$ cat config.mk
export PLATFORM = sky130hd
export DESIGN_NAME = eac_unit
export DESIGN_NICKNAME = d
export VERILOG_FILES = /design/src/rtl/eac_pkg.sv /design/src/rtl/eac_addr_gen.sv /design/src/rtl/eac_cycle_calc.sv /design/src/rtl/eac_unit.sv
export SDC_FILE = /design/constraint.sdc
export NUM_CORES = 1
export LEC_CHECK = 0
export BUFFER_PORTS_ARGS = -buffer_cell sky130_fd_sc_hd__buf_2
export CAP_MARGIN = 20
export CELL_PAD_IN_SITES_DETAIL_PLACEMENT = 1
export CELL_PAD_IN_SITES_GLOBAL_PLACEMENT = 2
export CORE_MARGIN = 4
export CORE_UTILIZATION = 28
export CTS_CLUSTER_DIAMETER = 40
export DETAILED_ROUTE_END_ITERATION = 10
export PLACE_DENSITY_LB_ADDON = 0.1
export SLEW_MARGIN = 40
export SYNTH_ARGS = -nofsm -noshare
export SYNTH_HDL_FRONTEND = slang
export SYNTH_SLANG_ARGS = --single-unit
$ cat constraint.sdc
create_clock -name clk_i -period 6 [get_ports clk_i]
set_input_delay 1.2 -clock clk_i [delete_from_list [all_inputs] [get_ports clk_i]]
set_output_delay 1.2 -clock clk_i [all_outputs]
set_load 0.005 [all_outputs]
$ cat src/rtl/eac_pkg.sv
package eac_pkg;

    typedef enum logic [3:0] {
        AM_IMM    = 4'd0,
        AM_DIR    = 4'd1,
        AM_DIR_X  = 4'd2,
        AM_DIR_Y  = 4'd3,
        AM_ABS    = 4'd4,
        AM_ABS_X  = 4'd5,
        AM_ABS_Y  = 4'd6,
        AM_IND    = 4'd7,
        AM_IND_Y  = 4'd8,
        AM_X_IND  = 4'd9,
        AM_LONG   = 4'd10,
        AM_LONG_X = 4'd11,
        AM_RSV12  = 4'd12,
        AM_RSV13  = 4'd13,
        AM_RSV14  = 4'd14,
        AM_RSV15  = 4'd15
    } am_e;

    typedef enum logic {
        ST_IDLE  = 1'b0,
        ST_VALID = 1'b1
    } st_e;

endpackage

$ cat src/rtl/eac_addr_gen.sv
module eac_addr_gen
    import eac_pkg::*;
#(
    parameter int REG_W     = 16,
    parameter int BANK_W    = 8,
    parameter int OFF_W     = 8,
    parameter int PAGE_BITS = 8,
    localparam int ADDR_W   = REG_W + BANK_W
) (
    input  am_e               mode_i,
    input  logic              narrow_i,
    input  logic [ADDR_W-1:0] opnd_i,
    input  logic [REG_W-1:0]  ptr_word_i,
    input  logic [REG_W-1:0]  dp_i,
    input  logic [BANK_W-1:0] bank_i,
    input  logic [REG_W-1:0]  x_i,
    input  logic [REG_W-1:0]  y_i,
    output logic [ADDR_W-1:0] ea_o,
    output logic [ADDR_W-1:0] ptr_o,
    output logic              cross_o,
    output logic              dp_mode_o
);

    localparam int NUM_IDX = 2;

    logic [REG_W-1:0]  idx_raw [NUM_IDX];
    logic [REG_W-1:0]  idx_m   [NUM_IDX];
    logic [ADDR_W-1:0] idx_ext [NUM_IDX];

    assign idx_raw[0] = x_i;
    assign idx_raw[1] = y_i;

    for (genvar g = 0; g < NUM_IDX; g++) begin : g_idx
        assign idx_m[g]   = narrow_i ? {{(REG_W-OFF_W){1'b0}}, idx_raw[g][OFF_W-1:0]}
                                     : idx_raw[g];
        assign idx_ext[g] = {{BANK_W{1'b0}}, idx_m[g]};
    end

    // carry beyond the page field of a 16-bit base
    function automatic logic page_cross(input logic [REG_W-1:0] b,
                                        input logic [REG_W-1:0] i);
        logic [REG_W:0] s;
        s = {1'b0, b} + {1'b0, i};
        return s[REG_W:PAGE_BITS] != {1'b0, b[REG_W-1:PAGE_BITS]};
    endfunction

    logic [REG_W-1:0]  dp_base, dp_x, dp_y;
    logic [ADDR_W-1:0] abs_base, ind_base;

    assign dp_base  = dp_i + {{(REG_W-OFF_W){1'b0}}, opnd_i[OFF_W-1:0]};
    assign dp_x     = dp_base + idx_m[0];
    assign dp_y     = dp_base + idx_m[1];
    assign abs_base = {bank_i, opnd_i[REG_W-1:0]};
    assign ind_base = {bank_i, ptr_word_i};

    always_comb begin
        ea_o      = '0;
        ptr_o     = '0;
        cross_o   = 1'b0;
        dp_mode_o = 1'b0;
        unique case (mode_i)
            AM_DIR: begin
                ea_o      = {{BANK_W{1'b0}}, dp_base};
                dp_mode_o = 1'b1;
            end
            AM_DIR_X: begin
                ea_o      = {{BANK_W{1'b0}}, dp_x};
                dp_mode_o = 1'b1;
            end
            AM_DIR_Y: begin
                ea_o      = {{BANK_W{1'b0}}, dp_y};
                dp_mode_o = 1'b1;
            end
            AM_ABS:   ea_o = abs_base;
            AM_ABS_X: begin
                ea_o    = abs_base + idx_ext[0];
                cross_o = page_cross(opnd_i[REG_W-1:0], idx_m[0]);
            end
            AM_ABS_Y: begin
                ea_o    = abs_base + idx_ext[1];
                cross_o = page_cross(opnd_i[REG_W-1:0], idx_m[1]);
            end
            AM_IND: begin
                ea_o      = ind_base;
                ptr_o     = {{BANK_W{1'b0}}, dp_base};
                dp_mode_o = 1'b1;
            end
            AM_IND_Y: begin
                ea_o      = ind_base + idx_ext[1];
                ptr_o     = {{BANK_W{1'b0}}, dp_base};
                cross_o   = page_cross(ptr_word_i, idx_m[1]);
                dp_mode_o = 1'b1;
            end
            AM_X_IND: begin
                ea_o      = ind_base;
                ptr_o     = {{BANK_W{1'b0}}, dp_x};
                dp_mode_o = 1'b1;
            end
            AM_LONG:   ea_o = opnd_i;
            AM_LONG_X: ea_o = opnd_i + idx_ext[0];
            default: begin
                ea_o = '0;
            end
        endcase
    end

endmodule

$ cat src/rtl/eac_cycle_calc.sv
module eac_cycle_calc
    import eac_pkg::*;
#(
    parameter int CYC_W = 4
) (
    input  am_e              mode_i,
    input  logic             store_i,
    input  logic             wide_i,
    input  logic             dp_mode_i,
    input  logic             dp_misaligned_i,
    input  logic             cross_i,
    output logic [CYC_W-1:0] cyc_o
);

    logic [CYC_W-1:0] base;
    logic             dp_pen, page_pen;

    always_comb begin
        unique case (mode_i)
            AM_DIR:                   base = CYC_W'(3);
            AM_DIR_X, AM_DIR_Y:       base = CYC_W'(4);
            AM_ABS:                   base = CYC_W'(4);
            AM_ABS_X, AM_ABS_Y:       base = store_i ? CYC_W'(5) : CYC_W'(4);
            AM_IND:                   base = CYC_W'(5);
            AM_IND_Y:                 base = store_i ? CYC_W'(6) : CYC_W'(5);
            AM_X_IND:                 base = CYC_W'(6);
            AM_LONG:                  base = CYC_W'(5);
            AM_LONG_X:                base = store_i ? CYC_W'(6) : CYC_W'(5);
            default:                  base = CYC_W'(2);
        endcase
    end

    assign dp_pen   = dp_mode_i & dp_misaligned_i;
    assign page_pen = cross_i & ~store_i;

    assign cyc_o = base
                 + {{(CYC_W-1){1'b0}}, wide_i}
                 + {{(CYC_W-1){1'b0}}, dp_pen}
                 + {{(CYC_W-1){1'b0}}, page_pen};

endmodule

$ cat src/rtl/eac_unit.sv
module eac_unit
    import eac_pkg::*;
#(
    parameter int REG_W     = 16,
    parameter int BANK_W    = 8,
    parameter int OFF_W     = 8,
    parameter int PAGE_BITS = 8,
    parameter int CYC_W     = 4,
    localparam int ADDR_W   = REG_W + BANK_W
) (
    input  logic              clk_i,
    input  logic              rst_i,
    input  logic              req_i,
    input  logic [3:0]        mode_i,
    input  logic              store_i,
    input  logic              wide_i,
    input  logic              narrow_idx_i,
    input  logic [ADDR_W-1:0] opnd_i,
    input  logic [REG_W-1:0]  ptr_word_i,
    input  logic [REG_W-1:0]  dp_i,
    input  logic [BANK_W-1:0] bank_i,
    input  logic [REG_W-1:0]  x_i,
    input  logic [REG_W-1:0]  y_i,
    output logic              done_o,
    output logic [ADDR_W-1:0] ea_o,
    output logic [ADDR_W-1:0] ptr_o,
    output logic [CYC_W-1:0]  cyc_o
);

    am_e               mode;
    logic [ADDR_W-1:0] ea_c, ptr_c;
    logic [CYC_W-1:0]  cyc_c;
    logic              cross_c, dp_mode_c, dp_mis_c;
    st_e               state, state_nxt;

    assign mode     = am_e'(mode_i);
    assign dp_mis_c = |dp_i[OFF_W-1:0];

    eac_addr_gen #(
        .REG_W(REG_W), .BANK_W(BANK_W), .OFF_W(OFF_W), .PAGE_BITS(PAGE_BITS)
    ) u_addr (
        .mode_i     (mode),
        .narrow_i   (narrow_idx_i),
        .opnd_i     (opnd_i),
        .ptr_word_i (ptr_word_i),
        .dp_i       (dp_i),
        .bank_i     (bank_i),
        .x_i        (x_i),
        .y_i        (y_i),
        .ea_o       (ea_c),
        .ptr_o      (ptr_c),
        .cross_o    (cross_c),
        .dp_mode_o  (dp_mode_c)
    );

    eac_cycle_calc #(.CYC_W(CYC_W)) u_cyc (
        .mode_i          (mode),
        .store_i         (store_i),
        .wide_i          (wide_i),
        .dp_mode_i       (dp_mode_c),
        .dp_misaligned_i (dp_mis_c),
        .cross_i         (cross_c),
        .cyc_o           (cyc_c)
    );

    // state register
    always_ff @(posedge clk_i) begin
        if (rst_i) state <= ST_IDLE;
        else       state <= state_nxt;
    end

    // capture / chain / drain
    always_comb begin
        unique case (state)
            ST_IDLE:  state_nxt = req_i ? ST_VALID : ST_IDLE;
            ST_VALID: state_nxt = req_i ? ST_VALID : ST_IDLE;
            default:  state_nxt = ST_IDLE;
        endcase
    end

    // result registers
    always_ff @(posedge clk_i) begin
        if (rst_i) begin
            ea_o  <= '0;
            ptr_o <= '0;
            cyc_o <= '0;
        end else if (req_i) begin
            ea_o  <= ea_c;
            ptr_o <= ptr_c;
            cyc_o <= cyc_c;
        end
    end

    assign done_o = (state == ST_VALID);

endmodule

After elaboration in Yosys (flattened, before gate mapping)
Index checks and enable logic that the tools add are counted.
- $add $sub $neg: 13
- equal/unequal tests: 14
- multiplexer cells: 10
- bitwise logic cells: 3
- reduce and logical (&&, ||, !) cells: 8
- operators by type and width (cell ; number):
    24-bit case mux with 10 select lines ; 1
    24-bit by 16-bit adder with 24-bit output ; 4
    16-bit by 16-bit adder with 17-bit output ; 3
    16-bit adder ; 2
    16-bit two-way mux ; 2
    16-bit case mux with 2 select lines ; 1
    9-bit by 8-bit inequality test with 1-bit output ; 3
    4-bit case mux with 6 select lines ; 1
    16-bit by 8-bit adder with 16-bit output ; 1
    4-bit by 3-bit equality test with 1-bit output (second input constant) ; 4
    4-bit equality test (second input constant) ; 4
    4-bit by 1-bit adder with 4-bit output ; 3
    2-bit OR reduction ; 5
    4-bit by 2-bit equality test with 1-bit output (second input constant) ; 2
    8-bit OR reduction ; 1
    6-bit OR reduction ; 1
    4-bit by 1-bit equality test with 1-bit output (second input constant) ; 1
    1-bit two-way mux ; 3
    1-bit case mux with 3 select lines ; 1
    3-bit OR reduction ; 1
    1-bit AND ; 2
    2-bit two-way mux ; 1
    1-bit NOT ; 1
- flip-flop bits (word level): 53
- input port bits: 106
- output and inout port bits: 53
- word-level logic and storage cells: 52

Depth between registers and ports, before layout
Gate-level depths: netlist of run 1.
- depth in word-level cells: 6
- mapped depth: 24
- depth with buffers taken out: 21

Modules after synthesis
A second synthesis of run 1 with hierarchy kept.
- cells, all modules: 1121
- area, all modules: 8808.4 um^2
- by module, submodules not included (module ; instances ; cells each ; area each (um^2) ; sequential area each (um^2)):
    eac_addr_gen ; 1 ; 922 ; 6701.4 ; 0.0
    eac_unit ; 1 ; 173 ; 1910.6 ; 1061.0
    eac_cycle_calc ; 1 ; 26 ; 196.4 ; 0.0

Worst setup path after synthesis of run 1
Ideal clock, no wire load.
- path type: input to register
- start point: input mode_i[1]
- end point: register cyc_o[2]
- setup time: 0.128 ns
- arrival time: 6.063 ns
- required time: 5.872 ns
- slack: -0.191 ns
- stages: 22
- buffers on the path: 3
- cells stage by stage: buf_2 and4bb_1 clkbuf_1 clkbuf_1 mux2_2 ha_1 a21oi_1 o21ai_0 o21ai_0 o2111a_1 o311ai_1 or4_1 nor3b_1 a2bb2oi_1 fa_1 inv_1 ha_1 inv_1 fa_1 xnor2_1 mux2i_1 nor2_1
- word-level cells in the longest chain between the ends: 6
- elaborated cells between the ends (all ways): 24
- classes of those cells: add/sub (3); eq/ne (11); mux (3); bitwise (2); reduce/logical (5)
- ends and longest elaborated chain (item ; RTL line ; RTL):
    from (decl) ; eac_unit.sv:14 ; input logic [3:0] mode_i,
    4-bit by 2-bit equality test with 1-bit output, or another cell as far along ; eac_addr_gen.sv:61, eac_cycle_calc.sv:19 ;
    3-bit OR reduction (no line), or another cell as far along ; -- ;
    4-bit case mux with 6 select lines / 1-bit two-way mux (equally long branches) ; eac_cycle_calc.sv:19, eac_addr_gen.sv:61 ;
    4-bit by 1-bit adder with 4-bit output / 1-bit AND (equally long branches) ; eac_cycle_calc.sv:37, eac_cycle_calc.sv:33 ;
    4-bit by 1-bit adder with 4-bit output ; eac_cycle_calc.sv:38 ; + {{(CYC_W-1){1'b0}}, dp_pen}
    4-bit by 1-bit adder with 4-bit output * ; eac_cycle_calc.sv:39 ; + {{(CYC_W-1){1'b0}}, page_pen};
    to (signal assigned) ; eac_unit.sv:90 ; cyc_o <= cyc_c;
    to (decl) ; eac_unit.sv:27 ; output logic [CYC_W-1:0] cyc_o
Mark *: on every way between the ends. The rest lies on a longest branch, timed or not.
A chain may end at the register's enable or synchronous reset.

Final worst setup path of run 1
- start point: input mode_i[3]
- end point: register cyc_o[2]
The elaborated chain is that of the path after synthesis.

==> summary.md, run 1 <==
| Metric | Value |
|---|---|
| Main combinational cell family by area after synthesis | compound AO/OA/AOI/OAI gates |
| # diodes | 0 |
| Port Buf Inserts | 150 |
| Switching power total | around 810 uW |
| Routed length on met1 | between 15000 and 20000 um |
| Rows | 63 |
| RSZ-0062 raised after global routing | false |
| Hold path startpoint | ea_o[7] |
| DRC | 0 |
| Total via count in the routed design | 9648 |
| DRT Pass-1 Iters | 6 |
| Post-synth ARST share | 0% |
| Inst Count DP | 1716 |
| CTS tree | yes |
| Wire length of the first global-routing pass | a little under 60000 um |
| Die X | 182.6 um |
| Hold buffer count at cts | 0 |
| Vias per inst | around 5.6 |
| Critical Path Source Type | input port |
| Vias in the first global route | 9771 |
| Post-synthesis sequential area ratio | about a tenth |
| Max Fclk | 0.1737 GHz |
| Cell variety after synth | 84 |
| Synth Area in Compound Gates | ~31% |
| Crit path max-delay family | adder cells |
| CP Class | in -> reg |
| Synth Area in Simple Gates | 22.28% |
| Switching portion of total power | 45.30% |
| Top_reg_cell synth | dfxtp_1 |
| Cts bufs inserted | 5 |
| Layout cells sized above 1 | 23.54% |
| Final setup violation count | 0 |
| Initial Util | about 29% |
| Synth top cells by count | nor2_1, ha_1, nand2_1 |
| H-tree depth | 2 |
| CP max stage cell | or4_4 |
| GPL Wtd Cong | a little under 0.9 |
| Worst vdd ir | about 0.11 mV |
| WHS | 0.4541 ns |
| Die height | approximately 180 um |
| Syn-to-layout area delta | 22.80% |
| Most frequent cell after synthesis | nor2_1 |
| Fin crit period | 5.758 ns |
| Worst Skew | 0 ns |
| Post-Route Utilization | 35.08% |
| Worst skew pair latency | 0.31 ns |
| Post-synth EDFFs | 0 |
| Die area | 33340 um^2 |
| Largest net degree at the start of global routing | 38 |
| Initial drt markers | around 560 |
| Critical path launch point | mode_i[3] |
| Top cells by area, synth | ha_1, dfxtp_1, xnor2_1, nor2_1, a21oi_1 |
| Crit path arrival time | 5.95 ns |
| Clock transition at the registers of the reported paths | ~0.080 ns |
| Max-cap violation count | 0 |
| Worst endpoint required time | 6.19 ns |
| Core ar. | 29870 um^2 |
| LEAKAGE | 0.004611 uW |
| Routed Antenna Nets | 0 |
| Slowest stage delay, CP | 0.43 ns |
| Pwr Density | 170.7 nW/um^2 |
| Post-synth top area cell | ha_1 |
| Uppermost layer routed | met5 |
| Met2 Routed Length | around 19000 um |
| Root buffer cell | clkbuf_16 |
| Final wirelength | approximately 40000 um |
| DP HPWL | 32350 um |
| Cell internal pwr | 978.4 uW |
| Layout Nets | about 1600 |
| Status | complete, no violations |
| Multiplexer share of the synthesized area | 6.011% |
| Longest Clk Path Bufs | 2 |
| Gr usage total | 22.71% |
| Slew HR | a little over two fifths |
| Avg Inst Size Synth | 7.519 um^2 |
| Worst path bufs/invs | 6 |
| Cells after Synth | 1135 |
| Part of the power in registers | between 15 and 20% |
| Worst-Margin Slew | 0.8733 ns |
| Crit end category | flop |
| HP Class | reg -> reg |
| Final hold vios | 0 |
| Synth warnings | 0 |
| Top Ports | ~160 |
| Pins over their slew limit | 0 |
| Worst r2r src | ea_o[13] |
| XOR/XNOR Fraction of Synth Area | 9.779% |
| Mapped Area | ~8500 um^2 |
| Post-Synth Adder-Cell Area | between 15 and 20% |
| CP cell instances | buf_2, and4bb_1, buf_12, mux2_2, ha_2, nand2_2, o21a_4, buf_4, a41oi_1, o21ai_0, a32o_1, or4_4, nor3b_2, buf_4, a2bb2oi_2, fa_1, inv_1, ha_1, inv_1, fa_1, xnor2_1, mux2i_1, nor2_1 |
| Clock power share | 19.5% |
| Combinational share of power | 62.1% |
| Total grt overflow | 0 |
| Crit-path max FO | 17 |
| Drt wl/cell | 22.83 um |
| Period Utilization, post-route | 95.97% |
| CTS Sinks | 45 |
| Antenna violations before repair | 1 |
| Top cell type's share of synthesized area | 15.25% |
| Register bit total from synthesis | 45 |
| Met3 wire length | 1323 um |
| Final Non-Filler Cells | 1724 |
==> power groups by stage <==
stage | Clock, uW | Sequential, uW | Combinational (uW)
after floorplan | 0 | 336 | 716
after global placement | 0 | 337 | 1090
after detailed placement | 0 | 337 | 1090
final | 349 | 329 | 1110
after global routing | 371 | 332 | 1230
after CTS | 358 | 330 | 1100
==> flip-flops by register name, summed over array words and instances, names as in the netlist <==
| name | flops |
|---|---|
| cyc_o | 4 |
| done_o | 1 |
| ea_o | 24 |
| ptr_o | 16 |
==> stage by stage <==
stage | setup TNS, ns | setup slack (ns) | total power [uW] | area [um^2]
6_report | 0 | 0.2418 | 1789 | 10480
5_1_grt | 0 | 0.02499 | 1929 | 10480
4_1_cts | 0 | 0.05359 | 1788 | 10400
3_5_place_dp | -0.4188 | -0.2794 | 1431 | 10220
3_3_place_gp | -0.2492 | -0.1827 | 1423 | 10210
2_1_floorplan | 0 | 0.04011 | 1052 | 8563
==> cell type report <==
cell class	instances	area, um^2
timing repair buffer	229	1359
tap	390	488.0
clock inverter	3	46.29
multi-input combinational	1019	7437
fill	3746	19390
inverter	33	123.9
sequential	45	900.9
clock buffer	5	125.1
==> worst min-delay path, stage by stage (launching register included) <==
cell	delay, ns
dfxtp_1	0.32
nand2_1	0.06
nand2_1	0.04
==> metal layers <==
metal	GRT usage, %	vias up
li1	-	4716
met1	30.19	4663
met2	39.27	226
met3	2.392	41
met4	5.794	2
met5	0	-
==> final timing paths <==
kind         cells past startpoint  slack [ns]  endpoint
min                              2        0.45   ea_o[7]
min reg2reg                      2        0.45   ea_o[7]
max                             23        0.24  cyc_o[2]
max reg2reg                      4        4.59  ea_o[13]
==> layout by cell type, fill, tap and decap left out, drive strengths merged, types with 7 or more instances in the layout <==
| master | synthesis | final |
|---|---|---|
| buf | 18 | 229 |
| nor2 | 114 | 114 |
| ha | 104 | 104 |
| nand2 | 87 | 87 |
| a21oi | 79 | 79 |
| xnor2 | 58 | 58 |
| o21ai | 56 | 56 |
| nor3 | 50 | 50 |
| dfxtp | 45 | 45 |
| inv | 32 | 32 |
| xor2 | 32 | 32 |
| mux2 | 31 | 31 |
| nand3 | 30 | 30 |
| a21o | 30 | 30 |
| a211oi | 30 | 30 |
| nor2b | 27 | 27 |
| a31oi | 25 | 25 |
| a22oi | 18 | 18 |
| a222oi | 18 | 18 |
| o211ai | 17 | 17 |
| a221oi | 17 | 17 |
| mux2i | 16 | 16 |
| o21a | 15 | 15 |
| nand4 | 14 | 14 |
| nand2b | 13 | 13 |
| and3 | 12 | 12 |
| o21bai | 12 | 12 |
| o221ai | 9 | 9 |
| conb | 1 | 8 |
| or3 | 7 | 7 |
| fa | 7 | 7 |
| and2 | 7 | 7 |
| nor4 | 7 | 7 |
==> logic make-up (layout without fill, tap and decap cells) <==
group / count (synthesis) / count (layout)
adder cells (fa/ha/maj): 111 / 111
other: 1 / 8
buffers and inverters: 78 / 270
AND/OR/NAND/NOR: 390 / 390
multiplexers: 47 / 47
XOR/XNOR: 92 / 92
flip-flops: 45 / 45
AO/OA/AOI/OAI: 371 / 371
==> what timing repair did <==
action / 4_1_cts / 5_1_grt
buffers inserted: 0 / 0
endpoints found under the hold margin: 0 / 0
resized for setup: 0 / 15
setup endpoints to repair: 0 / 2
(Power assumes the default switching activity.)
==> inputs of run 2 (changes only) <==
MAX_ROUTING_LAYER = met4   (was unset)
==> run 2 against run 1 <==
Net effect:
- flip-flop and latch count unchanged
- clock power down 14%
- non-clock buffer count up 3
- first-iteration DRC count down 3.0%
- design area up 0.87%
- via count up 0.61%
- largest power group unchanged
==> summary.md, run 2 (synthesis gave the netlist of run 1 again) <==
| Metric | Value |
|---|---|
| Routed Antenna Nets | 0 |
| Vias per inst | 5.621 |
| Max reg flops | 24 |
| CTS tree | yes |
| LEAKAGE | 0.004618 uW |
| Inst Count DP | 1717 |
| Crit end category | flop |
| GPL Wtd Cong | between 0.8 and 0.9 |
| Die height | ~180 um |
| Final worst slack | around 0.19 ns |
| Status | complete, no violations |
| Layout cells sized above 1 | approximately 25% |
| Largest reg by FF count | ea_o |
| Worst vdd ir | around 0.11 mV |
| Layout Nets | 1553 |
| Vias in the first global route | 9905 |
| # diodes | 0 |
| Crit-path max FO | 4 |
| Met1 usage | 30.72% |
| Drt wl/cell | 23.04 um |
| Port Buf Inserts | 150 |
| Root buffer cell | clkbuf_16 |
| CP Class | in -> reg |
| Pwr Density | approximately 170 nW/um^2 |
| Slew HR | 50.01% |
| DRT Pass-1 Iters | 5 |
| Final setup violation count | 0 |
| Crit path arrival time | 5.98 ns |
| Max-cap violation count | 0 |
| Gr usage total | 23.47% |
| Worst skew pair latency | 0.30 ns |
| Critical Path Source Type | input port |
| Post-Route Utilization | 35.39% |
| Die X | 182.6 um |
| Initial Util | ~29% |
| Worst Skew | 0 ns |
| Commonest non-fill, non-tap cell in the layout | buf_2 |
| Dpl ws | -0.2777 ns |
| DRC | 0 |
| Clock transition at the registers of the reported paths | 0.06 ns |
| DP HPWL | 32280 um |
| CTS Sinks | 45 |
| Max Fclk | 0.1721 GHz |
| Cts bufs inserted | 5 |
| Met2 Use GR | 39.83% |
| Initial drt markers | ~540 |
| WHS | 0.4624 ns |
| Final Non-Filler Cells | between 1500 and 2000 |
| Core ar. | 29870 um^2 |
| Post-CTS Resized | 0 |
| Met3 Use GR | 2.093% |
| Total grt overflow | 0 |
| Fin crit period | a little under 6 ns |
| Antenna violations before repair | 0 |
| Final wirelength | 39800 um |
| Largest registers | ea_o x24, ptr_o x16, cyc_o x4 |
| Syn-to-layout area delta | 23.87% |
| Period Utilization, post-route | a little over nine tenths |
| Most frequent cells in the layout | buf_2, nor2_1, ha_1, nand2_1, buf_4 |
| Total via count in the routed design | 9707 |
| Final hold vios | 0 |
| Longest Clk Path Bufs | 2 |
| Die area | 33340 um^2 |
| Worst endpoint required time | 6.17 ns |
| Pins over their slew limit | 0 |
| H-tree depth | 2 |
| HP Class | reg -> reg |
| Hold buffer count at cts | 0 |
| Worst-Margin Slew | roughly 0.75 ns |
| Layer with the highest usage | met2 |
| Wire length of the first global-routing pass | 59420 um |
| Rows | 63 |
| RSZ-0062 raised after global routing | false |
| Setup Fix Bufs, Post-CTS | 0 |
| Largest net degree at the start of global routing | 38 |
| Top Ports | 159 |
| Setup TNS | 0 ns |
[run 2: cell types whose count changed in the layout (fill, tap and decap cells not counted), moves of 2 or more]
cell,delta
a21oi_1,-3
a21oi_2,+3
clkbuf_16,+2
clkinvlp_4,+2
ha_1,-2
[run 2: power breakdown]
| part | internal (uW) | switching, uW | total (uW) |
|---|---|---|---|
| sequential | 318 | 11.9 | 330 |
| clock | 155 | 144 | 299 |
| combinational | 468 | 653 | 1120 |
[run 2: metrics by stage]
step / cell area (um^2) / power [uW]
6_report: 10570 / 1750
5_1_grt: 10570 / 1892
4_1_cts: 10380 / 1737
3_5_place_dp: 10230 / 1431
3_3_place_gp: 10220 / 1425
2_1_floorplan: 8563 / 1052
[run 2: layout make-up]
type                       instances  area, um^2
clock buffer                       5       125.1
clock inverter                     3       22.52
fill                            3745       19300
inverter                          33       123.9
multi-input combinational       1019        7495
sequential                        45       900.9
tap                              390       488.0
timing repair buffer             232        1416
[run 2: final timing paths]
kind | from | endpoint | slack (ns) | cells past startpoint
max reg2reg | ea_o[11] | ea_o[11] | 4.59 | 5
min | ea_o[7] | ea_o[7] | 0.46 | 2
min reg2reg | ea_o[7] | ea_o[7] | 0.46 | 2
max | mode_i[0] | cyc_o[2] | 0.19 | 23
[run 2: worst max-delay path: stages]
cell and delay, ns:
buf_2 0.10, and4bb_4 0.45, clkbuf_16 0.19, mux2_2 0.33, ha_1 0.32, a21oi_2 0.18
nor2_1 0.05, o21ai_0 0.29, nand2_1 0.11, nor4_2 0.21, o311ai_1 0.13, or4_4 0.54
nor3b_2 0.17, buf_4 0.16, a2bb2oi_2 0.15, fa_1 0.42, inv_1 0.07, ha_1 0.16
inv_1 0.06, fa_2 0.34, xnor2_1 0.13, mux2i_1 0.15, nor2_1 0.05
[run 2: routing by layer]
layer  share of wire, %  up-vias  wire length, um
met5                  0        -                0
met4                2.5        0              993
met3                3.8       57             1521
met2                 48      234            18940
met1                 46     4700            18340
li1                   -     4716                -
